**src/rtl/cmp_pred_pkg.sv**
```systemverilog
package cmp_pred_pkg;

  typedef enum logic [1:0] {
    ACC_NEUTRAL = 2'd0,
    ACC_COST    = 2'd1,
    ACC_BENEFIT = 2'd2
  } accClass_e;

  // strobes from the classifier to the counter datapath
  typedef struct packed {
    logic addBenefit;
    logic subCost;
  } predStrobe_t;

endpackage

```
**src/rtl/cmp_pred_classify.sv**
```systemverilog
module cmp_pred_classify
  import cmp_pred_pkg::*;
#(
  parameter int DEPTH_W   = 3,
  parameter int UNC_WAYS  = 2,
  parameter int SEG_W     = 6,
  parameter int SEG_TOTAL = 16
) (
  input  logic               accValid,
  input  logic               accHit,
  input  logic [DEPTH_W-1:0] stackDepth,
  input  logic               tagPresent,
  input  logic               lineCompressed,
  input  logic [SEG_W-1:0]   segSum,
  output predStrobe_t        strobe
);

  localparam logic [DEPTH_W-1:0] UNC_IDX = DEPTH_W'(UNC_WAYS);
  localparam logic [SEG_W-1:0]   SEG_LIM = SEG_W'(SEG_TOTAL);

  accClass_e accClass;
  logic      withinUnc;
  logic      fitsSet;

  assign withinUnc = stackDepth < UNC_IDX;
  assign fitsSet   = segSum <= SEG_LIM;

  always_comb begin
    accClass = ACC_NEUTRAL;
    if (accValid) begin
      if (accHit) begin
        if (!withinUnc)          accClass = ACC_BENEFIT; // avoided miss
        else if (lineCompressed) accClass = ACC_COST;    // penalised hit
      end else if (tagPresent && fitsSet) begin
        accClass = ACC_BENEFIT;                          // avoidable miss
      end
    end
  end

  always_comb begin
    strobe.addBenefit = (accClass == ACC_BENEFIT);
    strobe.subCost    = (accClass == ACC_COST);
  end

endmodule

```
**src/rtl/cmp_pred_counter.sv**
```systemverilog
module cmp_pred_counter
  import cmp_pred_pkg::*;
#(
  parameter int CNT_W        = 19,
  parameter int LAT_W        = 16,
  parameter bit NORM_SUPPORT = 1'b1
) (
  input  logic             clk,
  input  logic             rstN,
  input  predStrobe_t      strobe,
  input  logic [LAT_W-1:0] memLatency,
  input  logic [LAT_W-1:0] decompLatency,
  input  logic             normMode,
  output logic [CNT_W-1:0] predCount,
  output logic             compressAlloc
);

  localparam int EXT_W = CNT_W + 2;
  localparam logic signed [EXT_W-1:0] MAX_V = {3'b000, {(CNT_W-1){1'b1}}};
  localparam logic signed [EXT_W-1:0] MIN_V = {3'b111, {(CNT_W-1){1'b0}}};

  logic [CNT_W-1:0]        cntQ;
  logic [LAT_W-1:0]        benW;
  logic [LAT_W-1:0]        costW;
  logic signed [EXT_W-1:0] cntExt;
  logic signed [EXT_W-1:0] benExt;
  logic signed [EXT_W-1:0] costExt;
  logic signed [EXT_W-1:0] sumExt;
  logic [CNT_W-1:0]        cntD;

  generate
    if (NORM_SUPPORT) begin : g_norm
      logic [LAT_W-1:0] ratio;
      assign ratio = (decompLatency == '0) ? memLatency
                                           : (memLatency / decompLatency);
      assign benW  = normMode ? ratio : memLatency;
      assign costW = normMode ? LAT_W'(1) : decompLatency;
    end else begin : g_raw
      logic unusedMode;
      assign unusedMode = normMode;
      assign benW  = memLatency;
      assign costW = decompLatency;
    end
  endgenerate

  assign cntExt  = {{2{cntQ[CNT_W-1]}}, cntQ};
  assign benExt  = strobe.addBenefit ? {{(EXT_W-LAT_W){1'b0}}, benW}  : '0;
  assign costExt = strobe.subCost    ? {{(EXT_W-LAT_W){1'b0}}, costW} : '0;
  assign sumExt  = cntExt + benExt - costExt;

  always_comb begin
    if (sumExt > MAX_V)      cntD = MAX_V[CNT_W-1:0];
    else if (sumExt < MIN_V) cntD = MIN_V[CNT_W-1:0];
    else                     cntD = sumExt[CNT_W-1:0];
  end

  always_ff @(posedge clk or negedge rstN) begin
    if (!rstN) cntQ <= '0;
    else       cntQ <= cntD;
  end

  assign predCount     = cntQ;
  assign compressAlloc = ~cntQ[CNT_W-1];

endmodule

```
**src/rtl/cmp_alloc_predictor.sv**
```systemverilog
module cmp_alloc_predictor
  import cmp_pred_pkg::*;
#(
  parameter int CNT_W        = 19,
  parameter int LAT_W        = 16,
  parameter int DEPTH_W      = 3,
  parameter int UNC_WAYS     = 2,
  parameter int SEG_W        = 6,
  parameter int SEG_TOTAL    = 16,
  parameter bit NORM_SUPPORT = 1'b1
) (
  input  logic               clk,
  input  logic               rstN,
  input  logic               accValid,
  input  logic               accHit,
  input  logic [DEPTH_W-1:0] stackDepth,
  input  logic               tagPresent,
  input  logic               lineCompressed,
  input  logic [SEG_W-1:0]   segSum,
  input  logic [LAT_W-1:0]   memLatency,
  input  logic [LAT_W-1:0]   decompLatency,
  input  logic               normMode,
  output logic               compressAlloc,
  output logic [CNT_W-1:0]   predCount
);

  predStrobe_t strobe;

  cmp_pred_classify #(
    .DEPTH_W  (DEPTH_W),
    .UNC_WAYS (UNC_WAYS),
    .SEG_W    (SEG_W),
    .SEG_TOTAL(SEG_TOTAL)
  ) i_classify (
    .accValid      (accValid),
    .accHit        (accHit),
    .stackDepth    (stackDepth),
    .tagPresent    (tagPresent),
    .lineCompressed(lineCompressed),
    .segSum        (segSum),
    .strobe        (strobe)
  );

  cmp_pred_counter #(
    .CNT_W       (CNT_W),
    .LAT_W       (LAT_W),
    .NORM_SUPPORT(NORM_SUPPORT)
  ) i_counter (
    .clk          (clk),
    .rstN         (rstN),
    .strobe       (strobe),
    .memLatency   (memLatency),
    .decompLatency(decompLatency),
    .normMode     (normMode),
    .predCount    (predCount),
    .compressAlloc(compressAlloc)
  );

endmodule

```
**config.mk**
```make
export PLATFORM = sky130hd
export DESIGN_NAME = cmp_alloc_predictor
export DESIGN_NICKNAME = d
export VERILOG_FILES = /design/src/rtl/cmp_pred_pkg.sv /design/src/rtl/cmp_pred_classify.sv /design/src/rtl/cmp_pred_counter.sv /design/src/rtl/cmp_alloc_predictor.sv
export SDC_FILE = /design/constraint.sdc
export NUM_CORES = 1
export LEC_CHECK = 0
export ABC_AREA = 1
export BUFFER_PORTS_ARGS = -buffer_cell sky130_fd_sc_hd__buf_2
export CORE_UTILIZATION = 64
export DETAILED_ROUTE_END_ITERATION = 10
export GPL_TIMING_DRIVEN = 0
export PLACE_DENSITY = 0.84
export SLEW_MARGIN = 40
export SYNTH_ARGS = -nofsm -noshare
export SYNTH_HDL_FRONTEND = slang
export SYNTH_SLANG_ARGS = --single-unit
```
**constraint.sdc**
```tcl
create_clock -name clk -period 5.3 [get_ports clk]
set_clock_uncertainty 0.15 [all_clocks]
set_input_delay 1.59 -clock clk [delete_from_list [all_inputs] [get_ports clk]]
set_output_delay 1.59 -clock clk [all_outputs]
set_load 0.01 [all_outputs]
```
==> results of run 1 <==
-- repair_timing --
action                                  CTS
endpoints found under the setup margin   19
gates resized for setup                 143
gates cloned                              8
pin swaps                                82
hold endpoints to repair                  0
setup buffers                            80
-- cell usage after synthesis, types with 6 or more instances --
| cell | n | area, µm² |
|---|---|---|
| buf_2 | 6 | 30.0 |
| nand2_1 | 419 | 1570 |
| o21a_1 | 10 | 75.1 |
| dfrtp_1 | 19 | 475 |
| and2_1 | 22 | 138 |
| inv_1 | 217 | 815 |
| o21ai_1 | 12 | 60.1 |
| a31oi_1 | 6 | 37.5 |
| o21bai_1 | 8 | 60.1 |
| nand4_1 | 13 | 81.3 |
| o21ai_2 | 19 | 166 |
| xnor2_1 | 33 | 289 |
| o211ai_1 | 10 | 75.1 |
| clkbuf_1 | 19 | 71.3 |
| nor3_1 | 23 | 115 |
| nand2_2 | 7 | 43.8 |
| nand3_2 | 9 | 90.1 |
| a21o_1 | 8 | 60.1 |
| ha_1 | 170 | 2130 |
| xor2_1 | 56 | 490 |
| nor2_1 | 80 | 300 |
| inv_2 | 6 | 22.5 |
| or2_2 | 28 | 175 |
| o21ai_0 | 86 | 430 |
| nand3_1 | 149 | 746 |
| a21oi_1 | 136 | 681 |
| nor4_1 | 9 | 56.3 |
-- per-layer routing --
| layer | overflow | GRT usage (%) |
|---|---|---|
| met3 | 19 | 71.9 |
| met2 | 1802 | 158 |
| met5 | 2 | 34.7 |
| met4 | 351 | 122 |
| met1 | 30 | 89.2 |
-- cell families after synthesis --
family	Yosys count
compound gates	329
xor+xnor	90
fa+ha+maj	172
buf+inv	260
flops	19
mux	2
simple gates	776
-- per-stage QoR --
step | setup TNS, ps | utilization, % | instance area, µm² | cells
4_1_cts | -391170 | 84.2 | 12800 | 1994
2_1_floorplan | -362920 | - | 10700 | 1648
3_5_place_dp | -436740 | 74.6 | 11300 | 1902
3_3_place_gp | -427550 | 74.6 | 11300 | 1902
==> impl_metrics.env, run 1 <==
export IMPL_outcome="stopped before the end"
export IMPL_stop_stage="5_1_grt"
export IMPL_firstError="[ERROR GRT-0232] Routing congestion too high. Check the congestion heatmap in the GUI."
export IMPL_grt_start_max_net_pins=20
export IMPL_yosysSeqAreaShare_pct=4.79
export IMPL_synthAdderAreaFrac_pct=21.8
export IMPL_synth_fp_nets=1868
export IMPL_synthCells=1648
export IMPL_synth_seq_cells=19
export IMPL_cts_made_buffers=3
export IMPL_synth_flop_cell="dfrtp_1"
export IMPL_ios=68
export IMPL_grtUsageTotal_pct=107
export IMPL_port_buffers=66
export IMPL_ctsHoldBuffers=0
export IMPL_die_x_um=127
export IMPL_ys_warn_count=0
export IMPL_worst_ep_kind="sequential cell input"
export IMPL_clockBufferDepth=2
export IMPL_dpl_worst_slack_ps=-23080
export IMPL_synth_top_family_by_area="simple AND/OR/NAND/NOR gates"
export IMPL_cts_htree_levels=1
export IMPL_initial_core_util_pct=65.5
export IMPL_synth_area_um2=9930
export IMPL_cts_sinks=19
export IMPL_root_buffer="clkbuf_16"
export IMPL_async_reset_ff_share_pct=100
export IMPL_synth_xor_area_share_pct=8.02
export IMPL_synth_edff_count=0
export IMPL_die_h_um=127
export IMPL_fp_row_count=45
export IMPL_synth_cell_types=59
export IMPL_synth_avg_cell_area_um2=6.02
export IMPL_synth_area_mux_share_pct=0.202
export IMPL_hpwl_um=24000
export IMPL_gr_total_overflow=2204
export IMPL_crit_endpoint="i_counter.predCount[9]$_DFF_PN0_/D"
export IMPL_place_congestion=0.967
export IMPL_synthSimpleGateAreaFrac_pct=34.9
export IMPL_synth_compound_area_share_pct=19.7
==> run 2: changes to the inputs <==
--- a/config.mk
+++ b/config.mk
@@ -7,10 +7,10 @@
 export LEC_CHECK = 0
 export ABC_AREA = 1
 export BUFFER_PORTS_ARGS = -buffer_cell sky130_fd_sc_hd__buf_2
-export CORE_UTILIZATION = 64
+export CORE_UTILIZATION = 40
 export DETAILED_ROUTE_END_ITERATION = 10
 export GPL_TIMING_DRIVEN = 0
-export PLACE_DENSITY = 0.84
+export PLACE_DENSITY_LB_ADDON = 0.15
 export SLEW_MARGIN = 40
 export SYNTH_ARGS = -nofsm -noshare
 export SYNTH_HDL_FRONTEND = slang
==> run 2 against run 1 <==
Net effect: the flow now finishes, with violations (negative setup slack); synthesized area is the same; synthesized cell count stayed put.
==> impl_metrics.env, run 2 <==
export IMPL_synth_cell_types=59
export IMPL_mostFrequentLayoutCells="374 x buf_4, 282 x nand2_1, 154 x inv_1, 109 x nand2_2, 95 x nand3_1"
export IMPL_synth_area_um2=9930
export IMPL_clkTransAtPathRegs_ps=70
export IMPL_crit_type="in2reg"
export IMPL_synth_common_cells="419 x nand2_1, 217 x inv_1, 170 x ha_1"
export IMPL_timing_fmax_ghz=0.0367
export IMPL_rsz0062_at_grt="true"
export IMPL_cts_made_buffers=3
export IMPL_synth_largest_area_cell="ha_1"
export IMPL_synth_fp_nets=1868
export IMPL_yosysSeqAreaShare_pct=4.79
export IMPL_cts_sinks=19
export IMPL_synth_flop_cell="dfrtp_1"
export IMPL_total_power_mw=4.57
export IMPL_synth_edff_count=0
export IMPL_fp_row_count=57
export IMPL_hold_violations=0
export IMPL_root_buffer="clkbuf_16"
export IMPL_max_slew_worst_pin_slew_ps=801
export IMPL_slew_headroom_pct=46.4
export IMPL_initial_core_util_pct=40.8
export IMPL_drcViolationCount=0
export IMPL_drt_pass1_iterations=6
export IMPL_cts_tree="yes"
export IMPL_cts_htree_levels=1
export IMPL_largest_register_ffs=19
export IMPL_synth_most_common_cell="nand2_1"
export IMPL_violations="negative setup slack"
export IMPL_ys_warn_count=0
export IMPL_core_area_um2=24300
export IMPL_crit_top_cell="nand2_2"
export IMPL_grt_pass1_vias=13300
export IMPL_cp_slowest_cell="a221oi_4"
export IMPL_grt_start_max_net_pins=20
export IMPL_critPathLaunchType="input port"
export IMPL_drive_gt1_share_pct=51.2
export IMPL_viasPerCell=5.76
export IMPL_area_growth_pct=75.2
export IMPL_die_h_um=160
export IMPL_hpwl_um=26000
export IMPL_leakage_nw=8.38
export IMPL_powerDensity_nw_per_um2=263
export IMPL_insertion_delay_ps=260
export IMPL_final_common_cell="buf_4"
export IMPL_cap_violations=0
export IMPL_synthCells=1648
export IMPL_setup_viol=19
export IMPL_synth_area_leaders="ha_1 21%, nand2_1 16%, inv_1 8.2%"
export IMPL_drtAntennaViolNets=0
export IMPL_setup_slack_ps=-21930
export IMPL_port_buffers=66
export IMPL_antenna_cells=0
export IMPL_place_congestion=0.886
export IMPL_synth_avg_cell_area_um2=6.02
export IMPL_grtUsageTotal_pct=31.6
export IMPL_ios=68
export IMPL_antenna_found_initial=1
export IMPL_yosysTopAreaCellShare_pct=21.4
export IMPL_cp_end_kind="register"
export IMPL_hold_class="reg2reg"
export IMPL_fin_nets=2345
export IMPL_die_x_um=160
export IMPL_peakVddDrop_mv=0.572
export IMPL_numPlacedInstances=2038
export IMPL_clockBufferDepth=2
export IMPL_gr_total_overflow=0
export IMPL_grt_pass1_wl_um=65500
export IMPL_outcome="finished with violations"
export IMPL_worstPathMaxFanout=8
export IMPL_drt_iter0_markers=1048
export IMPL_drv_slew=0
export IMPL_period_share_pct=514
export IMPL_async_reset_ff_share_pct=100
export IMPL_worstPathRequired_ps=5300
export IMPL_drt_total_wl_um=45800
export IMPL_synth_seq_cells=19
export IMPL_die_area_um2=25400
export IMPL_period_needed_ps=27230
export IMPL_vias=14100
export IMPL_fill_cells=1688
export IMPL_worstPathArrival_ps=27230
export IMPL_wl_per_cell_um=18.7
export IMPL_fin_cells=2448
export IMPL_crit_path_max_incr_delay_ps=340
-- run 2: cell counts after synthesis --
Identical to the previous run, type by type.
-- run 2: per-stage QoR --
stage	setup TNS [ps]	hold slack [ps]	util, %	cell area (µm²)	setup WS (ps)
floorplan	-362920	427	-	10700	-19180
CTS	-387850	541	66.0	16000	-20480
global route	-441160	582	71.5	17400	-23260
finish	-415650	531	71.5	17400	-21930
detailed placement	-446110	412	47.2	11500	-23580
global placement	-442730	408	47.1	11500	-23430
-- run 2: cell families after synthesis --
group / Yosys count / share of synthesized area, %
buf+inv: 260 / 10.5
fa+ha+maj: 172 / 21.8
xor+xnor: 90 / 8.02
mux: 2 / 0.202
compound gates: 329 / 19.7
simple gates: 776 / 34.9
flops: 19 / 4.79
-- run 2: critical path, delay by kind of cell --
kind,cells,cell delay [ps]
simple gates,101,11000
fa+ha+maj,18,4790
buf+inv,33,3510
xor+xnor,2,280
compound gates,41,5980
-- run 2: path summary, 6_finish.rpt --
check | startpoint | endpoint | slack (ps) | cells after the start
max | decompLatency[5] | i_counter.predCount[10] | -21930 | 195
min | i_counter.predCount[18] | i_counter.predCount[18] | 530 | 3
max reg2reg | i_counter.predCount[4] | i_counter.predCount[10] | 1020 | 22
min reg2reg | i_counter.predCount[18] | i_counter.predCount[18] | 530 | 3
max in group asynchronous | rstN | i_counter.predCount[5] | 3520 | 1
min in group asynchronous | rstN | i_counter.predCount[14] | 1130 | 1
-- run 2: layout make-up --
cell class | count | area [µm²] | share of cell area [%]
repair buffers | 471 | 3670 | 21.1
clock buffers | 4 | 78.8 | 0.453
well taps | 324 | 405 | 2.33
repair inverters | 1 | 6.26 | 0.0360
multi-input cells | 1370 | 11500 | 66.2
flip-flops and latches | 19 | 475 | 2.73
plain buffers | 32 | 292 | 1.68
inverters | 227 | 937 | 5.39
-- run 2: metal layers --
layer  up-vias  wire length [µm]  global-route usage [%]
met5         -                 0                       0
met4         0              2780                    13.0
met3       256              3330                    3.05
met2       760             22000                    57.6
met1      6562             17700                    37.6
li1       6511                 -                       -
-- run 2: power by group --
| part | switching, mW | total [mW] | internal [mW] | leakage [nW] |
|---|---|---|---|---|
| logic | 2.23 | 4.09 | 1.86 | 8.12 |
| registers | 0.0688 | 0.308 | 0.240 | 0.223 |
| clock network | 0.0661 | 0.169 | 0.103 | 0.0382 |
| total | 2.36 | 4.57 | 2.20 | 8.38 |
-- run 2: timing repair --
item	CTS	global route
buffers inserted	336	68
cloned	8	1
resized for setup	393	203
pin swaps	273	172
hold buffers	0	0
setup endpoints to repair	19	19
Note: power is estimated with default switching activity, not from simulation.
==> run 3: changes to the inputs <==
--- a/config.mk
+++ b/config.mk
@@ -10,7 +10,9 @@
 export CORE_UTILIZATION = 40
 export DETAILED_ROUTE_END_ITERATION = 10
 export GPL_TIMING_DRIVEN = 0
+export HOLD_SLACK_MARGIN = 0.1
 export PLACE_DENSITY_LB_ADDON = 0.15
+export SKIP_LAST_GASP = 1
 export SLEW_MARGIN = 40
 export SYNTH_ARGS = -nofsm -noshare
 export SYNTH_HDL_FRONTEND = slang
==> run 3 against run 2 <==
Net effect: the flow still finishes with violations (negative setup slack); clock power hardly changed; setup slack better by 3.0 ps; critical path depth is 1 higher; design area stayed put; routed wire length is 0.20% higher; combinational power hardly changed; sequential power hardly changed; fmax hardly changed; non-clock buffer count stayed put; first-iteration DRC count is 0.67% higher; final cell count stayed put.
==> impl_metrics.env, run 3 (synthesis results as in run 2) <==
export IMPL_hold_end="i_counter.predCount[18]"
export IMPL_worstPathRequired_ps=5300
export IMPL_slew_headroom_pct=46.0
export IMPL_outcome="finished with violations"
export IMPL_period_needed_ps=27230
export IMPL_fp_row_count=57
export IMPL_drcViolationCount=0
export IMPL_hold_violations=0
export IMPL_max_slew_worst_pin_slew_ps=810
export IMPL_viasPerCell=5.76
export IMPL_cts_htree_levels=1
export IMPL_hold_class="reg2reg"
export IMPL_timing_rr_end="i_counter.predCount[9]"
export IMPL_pwr_share_clk_pct=3.7
export IMPL_vias=14100
export IMPL_wl_per_cell_um=18.8
export IMPL_grtUsageTotal_pct=31.6
export IMPL_setup_viol=19
export IMPL_drt_total_wl_um=45900
export IMPL_worst_r2r_path_depth=22
export IMPL_area_growth_pct=75.2
export IMPL_grt_pass1_wl_um=65500
export IMPL_cp_num_buf_inv=34
export IMPL_numPlacedInstances=2038
export IMPL_drtAntennaViolNets=0
export IMPL_gr_total_overflow=0
export IMPL_p_comb_share_pct=89.5
export IMPL_crit_top_cell="nand2_2"
export IMPL_die_x_um=160
export IMPL_cpLargestDelayFamily="simple AND/OR/NAND/NOR gates"
export IMPL_grt_start_max_net_pins=20
export IMPL_insertion_delay_ps=260
export IMPL_violations="negative setup slack"
export IMPL_hold_path_startpoint="i_counter.predCount[18]"
export IMPL_cp_depth=196
export IMPL_largest_register_ffs=19
export IMPL_drv_slew=0
export IMPL_grt_pass1_vias=13300
export IMPL_place_congestion=0.886
export IMPL_leakage_nw=8.38
export IMPL_final_common_cell="buf_4"
export IMPL_worstPathMaxFanout=8
export IMPL_cts_sinks=19
export IMPL_cp_startpoint="decompLatency[5]"
export IMPL_antenna_cells=0
export IMPL_drive_gt1_share_pct=51.2
export IMPL_drt_iter0_markers=1055
export IMPL_reg2reg_slack_ps=1010
export IMPL_ctsHoldBuffers=0
export IMPL_setup_slack_ps=-21930
export IMPL_clockBufferDepth=2
export IMPL_clkTransAtPathRegs_ps=70
export IMPL_port_buffers=66
export IMPL_worstPathArrival_ps=27230
export IMPL_peakVddDrop_mv=0.575
export IMPL_cp_slowest_cell="a221oi_4"
export IMPL_die_h_um=160
export IMPL_p_sw_mw=2.36
export IMPL_fin_nets=2345
export IMPL_hold_ws_ps=534
export IMPL_rr_startpoint="i_counter.predCount[4]"
export IMPL_fin_cells=2448
export IMPL_cts_tree="yes"
export IMPL_pwr_share_seq_pct=6.8
export IMPL_powerDensity_nw_per_um2=263
export IMPL_die_area_um2=25400
export IMPL_cp_end_kind="register"
export IMPL_critPathLaunchType="input port"
export IMPL_period_share_pct=514
export IMPL_crit_type="in2reg"
export IMPL_drt_pass1_iterations=5
export IMPL_hpwl_um=26000
export IMPL_initial_core_util_pct=40.8
export IMPL_antenna_found_initial=1
export IMPL_root_buffer="clkbuf_16"
export IMPL_ios=68
export IMPL_core_area_um2=24300
export IMPL_cts_made_buffers=3
export IMPL_cap_violations=0
export IMPL_mostFrequentLayoutCells="374 x buf_4, 282 x nand2_1, 154 x inv_1, 109 x nand2_2, 95 x nand3_1"
export IMPL_crit_path_max_incr_delay_ps=340
export IMPL_total_power_mw=4.57
export IMPL_switching_share_pct=51.8
export IMPL_timing_fmax_ghz=0.0367
export IMPL_hold_depth=3
export IMPL_internal_power_mw=2.20
export IMPL_rsz0062_at_grt="true"
==> run 3: how the worst max path moves through the flow <==
stage,to,slack (ps)
after CTS,i_counter.predCount[12],-20480
after floorplan,i_counter.predCount[15],-19180
final,i_counter.predCount[9],-21930
after global placement,i_counter.predCount[8],-23430
after detailed placement,i_counter.predCount[9],-23580
after global routing,i_counter.predCount[4],-23260
==> run 3: repair_timing <==
| item | 4_1_cts | 5_1_grt |
|---|---|---|
| gates resized for setup | 393 | 203 |
| pin swaps | 273 | 171 |
| setup buffers | 336 | 68 |
| endpoints found under the setup margin | 19 | 19 |
| cloned | 8 | 1 |
==> run 3: per-layer routing <==
layer | share of wire (%) | GRT usage [%] | up-vias
li1 | - | - | 6513
met1 | 38 | 37.6 | 6563
met2 | 48 | 57.6 | 775
met3 | 7.5 | 3.05 | 249
met4 | 5.9 | 13.0 | 0
met5 | 0 | 0 | -
==> run 3: per-stage QoR <==
| step | instance area [µm²] | setup TNS [ps] | utilization, % | setup slack, ps |
|---|---|---|---|---|
| global placement | 11500 | -442730 | 47.1 | -23430 |
| finish | 17400 | -415640 | 71.5 | -21930 |
| detailed placement | 11500 | -446110 | 47.2 | -23580 |
| global route | 17400 | -441170 | 71.5 | -23260 |
| CTS | 16000 | -387850 | 66.0 | -20480 |
| floorplan | 10700 | -362920 | - | -19180 |
==> run 3: tightest hold or removal path: stages, from the launching register on <==
cell	delay, ps
dfrtp_1	360
nand2_1	100
nand2_2	90
buf_4	100
==> run 3: area by class of cell <==
type                       instances  area (µm²)
buffer                            32         292
clock buffer                       4        78.8
fill                            1688        6930
inverter                         227         937
multi-input combinational       1370       11500
sequential                        19         475
tap                              324         405
timing repair buffer             471        3670
timing repair inverter             1        6.26
==> run 3: power groups by stage <==
stage                     clock, mW  combinational, mW  sequential [mW]
final                         0.171               4.09            0.309
after global routing          0.175               4.42            0.314
after CTS                     0.170               3.66            0.308
after detailed placement          0               2.74            0.310
after global placement            0               2.72            0.310
after floorplan                   0               2.13            0.322
